===== config.mk =====
export PLATFORM = sky130hd
export DESIGN_NAME = sctl_cfg_regs
export DESIGN_NICKNAME = d
export VERILOG_FILES = /design/src/rtl/sctl_pkg.sv /design/src/rtl/sctl_decode.sv /design/src/rtl/sctl_start_check.sv /design/src/rtl/sctl_cc_fsm.sv /design/src/rtl/sctl_cfg_regs.sv
export SDC_FILE = /design/constraint.sdc
export NUM_CORES = 1
export LEC_CHECK = 0
export BUFFER_PORTS_ARGS = -buffer_cell sky130_fd_sc_hd__buf_2
export CORE_MARGIN = 3
export CORE_UTILIZATION = 25
export CTS_CLUSTER_SIZE = 14
export DETAILED_ROUTE_END_ITERATION = 10
export PLACE_DENSITY = 0.49
export SLEW_MARGIN = 25
export SYNTH_ARGS = -nofsm -noshare
export SYNTH_HDL_FRONTEND = slang
export SYNTH_HIERARCHICAL = 1
export SYNTH_SLANG_ARGS = --single-unit

===== constraint.sdc =====
create_clock -name clk -period 5 [get_ports clk]
set_input_delay 1 -clock clk [delete_from_list [all_inputs] [get_ports clk]]
set_output_delay 1 -clock clk [all_outputs]
set_load 0.01 [all_outputs]

===== src/rtl/sctl_pkg.sv =====
package sctl_pkg;

  localparam int unsigned REG_SPAN   = 64;
  localparam int unsigned PAGE_BASE  = 12;
  localparam logic [31:0] SRST_KEY   = 32'h4E56_4D65;

  localparam logic [7:0] OFS_MSET  = 8'h0C;
  localparam logic [7:0] OFS_MCLR  = 8'h10;
  localparam logic [7:0] OFS_CFG   = 8'h14;
  localparam logic [7:0] OFS_STAT  = 8'h1C;
  localparam logic [7:0] OFS_SRST  = 8'h20;
  localparam logic [7:0] OFS_AQA   = 8'h24;
  localparam logic [7:0] OFS_SQLO  = 8'h28;
  localparam logic [7:0] OFS_SQHI  = 8'h2C;
  localparam logic [7:0] OFS_CQLO  = 8'h30;
  localparam logic [7:0] OFS_CQHI  = 8'h34;

  localparam logic [3:0] STAT_READY = 4'h1;
  localparam logic [3:0] STAT_FATAL = 4'h2;
  localparam logic [1:0] SHST_DONE  = 2'b10;

  typedef struct packed {
    logic mset;
    logic mclr;
    logic cfg;
    logic srst;
    logic aqa;
    logic sqlo;
    logic sqhi;
    logic cqlo;
    logic cqhi;
  } wr_sel_t;

  function automatic logic cfg_en(input logic [31:0] c);
    return c[0];
  endfunction

  function automatic logic [3:0] cfg_mps(input logic [31:0] c);
    return c[10:7];
  endfunction

  function automatic logic cfg_shn_act(input logic [31:0] c);
    return |c[15:14];
  endfunction

  function automatic logic [3:0] cfg_sqes(input logic [31:0] c);
    return c[19:16];
  endfunction

  function automatic logic [3:0] cfg_cqes(input logic [31:0] c);
    return c[23:20];
  endfunction

  function automatic logic [4:0] page_shift_of(input logic [3:0] mps);
    return 5'(mps) + 5'(PAGE_BASE);
  endfunction

  function automatic logic [63:0] page_mask_of(input logic [3:0] mps);
    return (64'd1 << page_shift_of(mps)) - 64'd1;
  endfunction

  function automatic logic [11:0] aqa_sq_size(input logic [31:0] a);
    return a[11:0];
  endfunction

  function automatic logic [11:0] aqa_cq_size(input logic [31:0] a);
    return a[27:16];
  endfunction

endpackage


===== src/rtl/sctl_decode.sv =====
module sctl_decode
  import sctl_pkg::*;
#(
  parameter int ADDR_W = 12
) (
  input  logic              wr_en,
  input  logic              rd_en,
  input  logic [ADDR_W-1:0] addr,
  input  logic [2:0]        acc_bytes,
  output logic              bad_acc,
  output logic              rd_ok,
  output wr_sel_t           wr_sel
);

  logic aligned, full_word, legal, in_span, wr_go;
  logic [7:0] ofs;

  assign aligned   = (addr[1:0] == 2'b00);
  assign full_word = (acc_bytes >= 3'd4);
  assign legal     = aligned && full_word;
  assign in_span   = (addr < ADDR_W'(REG_SPAN));
  assign ofs       = addr[7:0];

  assign bad_acc = (wr_en || rd_en) && !legal;
  assign wr_go   = wr_en && legal && in_span;
  assign rd_ok   = rd_en && legal && in_span;

  always_comb begin
    wr_sel      = '0;
    wr_sel.mset = wr_go && (ofs == OFS_MSET);
    wr_sel.mclr = wr_go && (ofs == OFS_MCLR);
    wr_sel.cfg  = wr_go && (ofs == OFS_CFG);
    wr_sel.srst = wr_go && (ofs == OFS_SRST);
    wr_sel.aqa  = wr_go && (ofs == OFS_AQA);
    wr_sel.sqlo = wr_go && (ofs == OFS_SQLO);
    wr_sel.sqhi = wr_go && (ofs == OFS_SQHI);
    wr_sel.cqlo = wr_go && (ofs == OFS_CQLO);
    wr_sel.cqhi = wr_go && (ofs == OFS_CQHI);
  end

  // an illegal access never selects a register
  always_comb begin
    if (bad_acc) a_no_sel_on_bad_r12: assert (wr_sel == '0 && !rd_ok);
  end

endmodule


===== src/rtl/sctl_start_check.sv =====
module sctl_start_check
  import sctl_pkg::*;
#(
  parameter int MPS_MIN  = 0,
  parameter int MPS_MAX  = 4,
  parameter int SQES_MIN = 6,
  parameter int SQES_MAX = 6,
  parameter int CQES_MIN = 4,
  parameter int CQES_MAX = 4
) (
  input  logic [3:0]  mps,
  input  logic [3:0]  sqes,
  input  logic [3:0]  cqes,
  input  logic [11:0] sq_size,
  input  logic [11:0] cq_size,
  input  logic [63:0] sq_base,
  input  logic [63:0] cq_base,
  input  logic        queues_live,
  output logic        start_ok
);

  localparam int NCHK = 9;

  logic [63:0]     pmask;
  logic [NCHK-1:0] fail_vec;

  assign pmask = page_mask_of(mps);

  assign fail_vec[0] = queues_live;
  assign fail_vec[1] = (sq_base == 64'd0);
  assign fail_vec[2] = (cq_base == 64'd0);
  assign fail_vec[3] = |(sq_base & pmask);
  assign fail_vec[4] = |(cq_base & pmask);
  assign fail_vec[5] = (int'(mps) < MPS_MIN) || (int'(mps) > MPS_MAX);
  assign fail_vec[6] = (int'(sqes) < SQES_MIN) || (int'(sqes) > SQES_MAX);
  assign fail_vec[7] = (int'(cqes) < CQES_MIN) || (int'(cqes) > CQES_MAX);
  assign fail_vec[8] = (sq_size == 12'd0) || (cq_size == 12'd0);

  assign start_ok = (fail_vec == '0);

  // a zero base can never pass
  always_comb begin
    if (sq_base == 64'd0 || cq_base == 64'd0) a_zero_base_fails_r5: assert (!start_ok);
  end

endmodule


===== src/rtl/sctl_cc_fsm.sv =====
module sctl_cc_fsm
  import sctl_pkg::*;
(
  input  logic        clk,
  input  logic        rst_n,
  input  logic        cc_wr,
  input  logic [31:0] wdata,
  input  logic        start_ok,
  output logic [31:0] cc_q,
  output logic [3:0]  csts_q,
  output logic        ctrl_clear,
  output logic [4:0]  page_shift
);

  logic old_en, new_en, old_shn, new_shn;
  logic en_rise, en_fall, shn_rise, shn_fall, quiet, cc_store;
  logic [3:0] csts_nx;

  assign old_en  = cfg_en(cc_q);
  assign new_en  = cfg_en(wdata);
  assign old_shn = cfg_shn_act(cc_q);
  assign new_shn = cfg_shn_act(wdata);

  assign en_rise  = cc_wr &&  new_en && !old_en;
  assign en_fall  = cc_wr && !new_en &&  old_en;
  assign shn_rise = cc_wr &&  new_shn && !old_shn;
  assign shn_fall = cc_wr && !new_shn &&  old_shn;
  assign quiet    = cc_wr && !new_en && !old_en && !new_shn && !old_shn;
  assign cc_store = quiet || en_rise || en_fall || shn_rise || shn_fall;

  always_comb begin
    csts_nx = csts_q;
    if (en_rise)      csts_nx = start_ok ? STAT_READY : STAT_FATAL;
    else if (en_fall) csts_nx[0] = 1'b0;
    if (shn_rise)      csts_nx[3:2] = SHST_DONE;
    else if (shn_fall) csts_nx[3:2] = 2'b00;
  end

  always_ff @(posedge clk) begin
    if (!rst_n) begin
      cc_q       <= '0;
      csts_q     <= '0;
      ctrl_clear <= 1'b0;
    end else begin
      if (cc_store) cc_q <= wdata;
      csts_q     <= csts_nx;
      ctrl_clear <= en_fall || shn_rise;
    end
  end

  assign page_shift = page_shift_of(cfg_mps(cc_q));

  p_ready_on_pass_r4: assert property (@(posedge clk) disable iff (!rst_n)
    en_rise && start_ok && !shn_rise |=> csts_q == STAT_READY);

  p_fatal_on_fail_r5: assert property (@(posedge clk) disable iff (!rst_n)
    en_rise && !start_ok && !shn_rise |=> csts_q == STAT_FATAL);

  p_stop_clears_r6: assert property (@(posedge clk) disable iff (!rst_n)
    en_fall |=> !csts_q[0] && ctrl_clear);

  p_shdn_done_r7: assert property (@(posedge clk) disable iff (!rst_n)
    shn_rise |=> csts_q[3:2] == SHST_DONE && ctrl_clear);

  p_cc_hold_r3: assert property (@(posedge clk) disable iff (!rst_n)
    !cc_wr |=> $stable(cc_q));

endmodule


===== src/rtl/sctl_cfg_regs.sv =====
module sctl_cfg_regs
  import sctl_pkg::*;
#(
  parameter int ADDR_W   = 12,
  parameter int MPS_MIN  = 0,
  parameter int MPS_MAX  = 4,
  parameter int SQES_MIN = 6,
  parameter int SQES_MAX = 6,
  parameter int CQES_MIN = 4,
  parameter int CQES_MAX = 4
) (
  input  logic              clk,
  input  logic              rst_n,
  input  logic              wr_en,
  input  logic              rd_en,
  input  logic [ADDR_W-1:0] addr,
  input  logic [31:0]       wdata,
  input  logic [2:0]        acc_bytes,
  input  logic              queues_live,
  output logic [31:0]       rdata,
  output logic              ctrl_clear,
  output logic [4:0]        page_shift,
  output logic              acc_err,
  output logic              sreset_unsup
);

  wr_sel_t     wr_sel;
  logic        bad_acc, rd_ok, start_ok;
  logic [31:0] imask, aqa, cc_q;
  logic [63:0] sq_base, cq_base;
  logic [3:0]  csts_q;
  logic [31:0] rd_mux;

  sctl_decode #(.ADDR_W(ADDR_W)) u_dec (
    .wr_en(wr_en), .rd_en(rd_en), .addr(addr), .acc_bytes(acc_bytes),
    .bad_acc(bad_acc), .rd_ok(rd_ok), .wr_sel(wr_sel)
  );

  sctl_start_check #(
    .MPS_MIN(MPS_MIN), .MPS_MAX(MPS_MAX),
    .SQES_MIN(SQES_MIN), .SQES_MAX(SQES_MAX),
    .CQES_MIN(CQES_MIN), .CQES_MAX(CQES_MAX)
  ) u_chk (
    .mps(cfg_mps(wdata)), .sqes(cfg_sqes(wdata)), .cqes(cfg_cqes(wdata)),
    .sq_size(aqa_sq_size(aqa)), .cq_size(aqa_cq_size(aqa)),
    .sq_base(sq_base), .cq_base(cq_base),
    .queues_live(queues_live), .start_ok(start_ok)
  );

  sctl_cc_fsm u_fsm (
    .clk(clk), .rst_n(rst_n), .cc_wr(wr_sel.cfg), .wdata(wdata),
    .start_ok(start_ok), .cc_q(cc_q), .csts_q(csts_q),
    .ctrl_clear(ctrl_clear), .page_shift(page_shift)
  );

  always_ff @(posedge clk) begin
    if (!rst_n) begin
      imask        <= '0;
      aqa          <= '0;
      sq_base      <= '0;
      cq_base      <= '0;
      acc_err      <= 1'b0;
      sreset_unsup <= 1'b0;
    end else begin
      if (wr_sel.mset) imask <= imask | wdata;
      if (wr_sel.mclr) imask <= imask & ~wdata;
      if (wr_sel.aqa)  aqa   <= wdata;
      if (wr_sel.sqlo) sq_base <= {32'h0, wdata};
      if (wr_sel.sqhi) sq_base <= sq_base | {wdata, 32'h0};
      if (wr_sel.cqlo) cq_base <= {32'h0, wdata};
      if (wr_sel.cqhi) cq_base <= cq_base | {wdata, 32'h0};
      if (bad_acc) acc_err <= 1'b1;
      sreset_unsup <= wr_sel.srst && (wdata == SRST_KEY);
    end
  end

  always_comb begin
    case (addr[7:0])
      OFS_MSET, OFS_MCLR: rd_mux = imask;
      OFS_CFG:            rd_mux = cc_q;
      OFS_STAT:           rd_mux = {28'h0, csts_q};
      OFS_AQA:            rd_mux = aqa;
      OFS_SQLO:           rd_mux = sq_base[31:0];
      OFS_SQHI:           rd_mux = sq_base[63:32];
      OFS_CQLO:           rd_mux = cq_base[31:0];
      OFS_CQHI:           rd_mux = cq_base[63:32];
      default:            rd_mux = '0;
    endcase
  end

  always_ff @(posedge clk) begin
    if (!rst_n)     rdata <= '0;
    else if (rd_en) rdata <= rd_ok ? rd_mux : '0;
  end

  p_mask_set_r2: assert property (@(posedge clk) disable iff (!rst_n)
    wr_sel.mset |=> (imask & $past(wdata)) == $past(wdata));

  p_err_sticky_r12: assert property (@(posedge clk) disable iff (!rst_n)
    acc_err |=> acc_err);

  p_bad_wr_drop_r12: assert property (@(posedge clk) disable iff (!rst_n)
    bad_acc && wr_en |=> $stable(imask) && $stable(aqa) && $stable(sq_base) && $stable(cq_base));

  p_srst_pulse_r10: assert property (@(posedge clk) disable iff (!rst_n)
    sreset_unsup |=> !sreset_unsup || $past(wr_en));

endmodule


[After elaboration in Yosys (flattened, before gate mapping)]
Cells that the tools add are included.
Word-level totals
  register bits: 263
  input port bits: 52
  output and inout port bits: 40
Operators by class
  add/sub/neg operators: 3
  magnitude comparators: 7
  equal/unequal tests: 11
  shift operators: 1
  muxes and demuxes: 14
  bitwise gates (word level): 8
  reductions and logical operators: 58
Operators by type and width (number)
  2-to-1 mux 64 bit: 4
  case mux 32 bit (8 select lines): 1
  AND 64 bit: 2
  zero test 64 bit: 2
  OR 64 bit: 2
  OR reduction 64 bit: 2
  2-to-1 mux 32 bit: 3
  << shifter 1 x 5 -> 64 bit (first input constant): 1
  subtractor 64 x 1 -> 64 bit (second input constant): 1
  == test 8 x 6 -> 1 bit (second input constant): 6
  AND 32 bit: 1
  == test 32 x 31 -> 1 bit (second input constant): 1
  NOT 32 bit: 1
  OR 32 bit: 1
  logical AND 1 bit: 27
  == test 8 x 5 -> 1 bit (second input constant): 3
  zero test 12 bit: 2
  greater-than comparator 4 x 3 -> 1 bit (second input constant): 3
  < comparator 12 x 7 -> 1 bit (second input constant): 1
  adder 4 x 4 -> 5 bit (second input constant): 2
  zero test 9 bit: 1
  logical OR 1 bit: 9
  == test 8 x 4 -> 1 bit (second input constant): 1
  < comparator 4 x 3 -> 1 bit (second input constant): 2
  11 further kinds: 23

[Logic depth before layout (Yosys ltp)]
  depth in word-level cells: 13
  gate-level depth with buffers: 19

[By module]
Netlist, hierarchy kept.
By module, submodules not included
  sctl_cfg_regs: times used 1, cells each 1159, area each 9790.6 µm²
  sctl_cc_fsm: times used 1, cells each 177, area each 1585.3 µm²
  sctl_start_check: times used 1, cells each 230, area each 1450.1 µm²
  sctl_decode: times used 1, cells each 26, area each 206.4 µm²

[Least setup slack after synthesis]
OpenSTA, ideal clock, no wires.
  kind: input-to-reg
  from: in wdata[9]
  to: reg u_fsm.csts_q[0]
  library setup time: 0.064 ns
  arrival time: 4.261 ns
  slack: 0.675 ns
  cell stages on the path: 18
  path buffers: 3
  cell sequence: buf_2 > inv_1 > ha_1 > buf_2 > and3_1 > nand3_1 > ha_1 > buf_2 > nor3b_2 > or4_1 > a211oi_1 > or4_1 > or4_1 > nor4_2 > nand3_1 > a21oi_1 > a21oi_1 > nor2_1
Between the ends
  longest elaborated chain between the ends: 8
  elaborated cells between the ends (all ways): 11
Ends and longest elaborated chain
  start: declaration: RTL line sctl_cfg_regs.sv:17  | input logic [31:0] wdata,
  adder 4 x 4 -> 5 bit: RTL line sctl_pkg.sv:55  | return 5'(mps) + 5'(PAGE_BASE);
  << shifter 1 x 5 -> 64 bit: RTL line sctl_pkg.sv:59  | return (64'd1 << page_shift_of(mps)) - 64'd1;
  subtractor 64 x 1 -> 64 bit: RTL line sctl_pkg.sv:59
  AND 64 bit (on tied branches): RTL line sctl_start_check.sv:32, sctl_start_check.sv:33
  OR reduction 64 bit (on tied branches): RTL line sctl_start_check.sv:32, sctl_start_check.sv:33
  zero test 9 bit (*): RTL line sctl_start_check.sv:39  | assign start_ok = (fail_vec == '0);
  via start_ok: RTL line sctl_cfg_regs.sv:28  | logic bad_acc, rd_ok, start_ok;
  2-to-1 mux 2 bit (*): RTL line sctl_cc_fsm.sv:33  | if (en_rise) csts_nx = start_ok ? STAT_READY : STAT_FATAL;
  2-to-1 mux 1 bit (*): RTL line sctl_cc_fsm.sv:33
  end signal: assignment: RTL line sctl_cc_fsm.sv:46  | csts_q <= csts_nx;
  end: declaration: RTL line sctl_cc_fsm.sv:10  | output logic [3:0] csts_q,
Mark *: on every way through the listed nets, which the timed path passes. The rest lies on a longest branch.
A chain may end at the register's enable or synchronous reset.

[Worst setup path in the final report]
Same ends and word-level chain as after synthesis.

==> metrics.txt <==
share of layout cells above drive strength 1 between 10% and 20%; FF+latch count, synth 262; register area share after synthesis 40.2%; Crit Path Category primary input to register; crit path buf inv count 3; clock transition at the registers of the reported paths about 0.060 ns; CP Capture Type register; routed len/inst 24.2 µm; Worst-Margin Slew around 1.0 ns; Crit path depth 16; post-detail-place hpwl 39800 µm; R2R Setup Slk 1.91 ns; Longest Clk Path Bufs 3; share of the synthesized area in the top cell type between 40% and 50%; DRC viols 0; cell depth of the worst hold path 2; largest net degree at the start of global routing 80; fmax 0.251 GHz; Final ANT Viol Nets 0; R2R Path End u_fsm/csts_q[0]; max_cap viols 0; vias post-DR 12200; synth top area cells dfxtp_1, nand2_1, mux2i_1, a21oi_1, nor2_1; Routability Congestion 0.956; Netlist Area Pre-Place 0.0130 mm²; number of setup violations in the final report 0; H-tree depth 1; Nets 1669; Top delay family on crit path simple AND/OR/NAND/NOR gates; fin util 29.0%; area grow syn2layout 14.5%; Post-synth EDFFs 0; Post-DP Area 0.0140 mm²; initial antenna violation count 4; Worst Hold Path EP rdata[20]; IO buf count a little under 90; commonest non-fill, non-tap cells in the layout nand2_1, dfxtp_1, nor2_1; post-CTS sizing 0; Vias/cell roughly 5.3; post-synthesis instance total 1592; leakage 5.09 nW; setup TNS 0 ns; first-pass GRT wire length 81100 µm; CP Data Arrival Time 4.47 ns; Post-Route WL around 56000 µm; Synth Flop Type dfxtp_1; All-Layer GR Usage 19.9%; die height 234 µm; asr flop ratio synth 0%; Die ar. ~0.055 mm²; worst hold start rdata[20]; Setup Slack @ Placement 0.504 ns; critical path's slowest cell or4_1; IO Pins 92; required time of the critical path between 5 and 6 ns; max incr delay on CP 0.59 ns; slew margin rel. 29.8%; Final min period 3.98 ns; Startpoint Class primary input; reg2reg start cq_base[32]; clock sinks 262; FF-to-FF path depth 10; initial core utilization 25.4%; Synth cell types 84; top cell type by total area after synthesis dfxtp_1; drt first pass iters 5; Clk Latency, worst-skew pair around 0.56 ns; Iter 0 DRT Violations ~1300; status completed; total CTS buffers 29; VDD IR max 0.000237 V; Worst Path Max Fanout 6; Yosys warnings 6; Placed Instances 2256; clk_skew roughly 0.011 ns; Post-CTS Hold Buffers 0; Design Area, Final roughly 0.015 mm²; final count of hold timing violations 0; Post-Layout Cell Count 2309; postcts setup bufs 0; core region area 0.0514 mm²; Hold Path Class register to register; PD cells 297 mW/mm²; FP Rows 83; fin. max-slew vios 0; Synth Net Count 1654; Post-Syn Area per Cell between 8 and 9 µm²; fin worst setup slack slightly above 1 ns; CTS tree yes; cells along the critical path buf_2, inv_1, ha_1, and3_1, nand3_1, ha_1, o2111a_1, o311ai_1, or4_1, or4_1, nor4_2, buf_4, nand3_1, a21oi_1, a21oi_1, nor2_1; Root Buffer clkbuf_16; Final Cycle Share 79.6%; GRT overflow 0; vias in the first global route 11700; unrepaired setup endpoints after global routing false; die width approximately 230 µm; commonest non-fill, non-tap cell in the layout nand2_1
how the worst max path moves through the flow:
| stage | startpoint | slack [ns] | end |
|---|---|---|---|
| after floorplan | wdata[9] | 0.67 | u_fsm/csts_q[0] |
| after global placement | wdata[9] | 0.53 | u_fsm/csts_q[0] |
| after detailed placement | wdata[9] | 0.50 | u_fsm/csts_q[0] |
| after CTS | wdata[9] | 1.07 | u_fsm/csts_q[0] |
| after global routing | wdata[9] | 0.84 | u_fsm/csts_q[0] |
| final | wdata[9] | 1.02 | u_fsm/csts_q[0] |
metrics by stage:
step	total power, mW	hold slack, ns
after global placement	2.43	0.436
final	4.43	0.450
after floorplan	2.31	0.432
after CTS	4.46	0.456
after detailed placement	2.43	0.447
after global routing	4.56	0.468
final cells by class:
class / instances / area, µm²
clock inverters: 11 / 83.8
well taps: 680 / 851
inverters: 13 / 51.3
multi-input cells: 1173 / 7140
diodes: 3 / 7.51
repair buffers: 128 / 757
flip-flops and latches: 262 / 5250
fillers: 5499 / 36500
clock buffers: 39 / 793
power breakdown:
group | leakage (nW) | internal, mW | total [mW] | switching (mW)
Clock | 0.441 | 1.16 | 2.04 | 0.888
Combinational | 2.54 | 0.0829 | 0.302 | 0.219
Sequential | 2.11 | 2.09 | 2.09 | 0.000451
Total | 5.09 | 3.33 | 4.43 | 1.11
Yosys cell counts, drive strengths merged (11+ instances only):
cell / n
a22oi: 31
a21oi: 125
inv: 13
o21ai: 54
mux2: 18
mux2i: 103
nor3: 11
a221oi: 22
nor2: 142
nor4: 55
nand3: 12
a21boi: 65
o22ai: 23
nor2b: 47
buf: 38
a22o: 11
dfxtp: 262
nand4: 16
clkbuf: 106
nand2: 306
metal layers:
layer	global-route usage, %	part of all wire, %	vias to the layer above
met4	8.63	4.0	2
met2	30.5	44	538
met1	27.0	43	5911
met3	4.19	8.4	109
met5	0	0.023	-
li1	-	-	5679
kinds of logic after synthesis:
logic type | Yosys count | synth area share (%)
mux | 121 | 9.47
buf+inv | 157 | 5.48
other cells | 1 | 0.0288
simple gates | 644 | 23.4
fa+ha+maj | 10 | 0.960
compound gates | 393 | 20.1
xor+xnor | 4 | 0.269
flops | 262 | 40.2
worst reg2reg max path: cells and delay by family (launching register included):
kind	cells	cell delay [ns]
compound gates	3	0.36
buf+inv	1	0.19
flops	1	0.37
simple gates	6	2.10
Power figures use the tool's default switching activity.
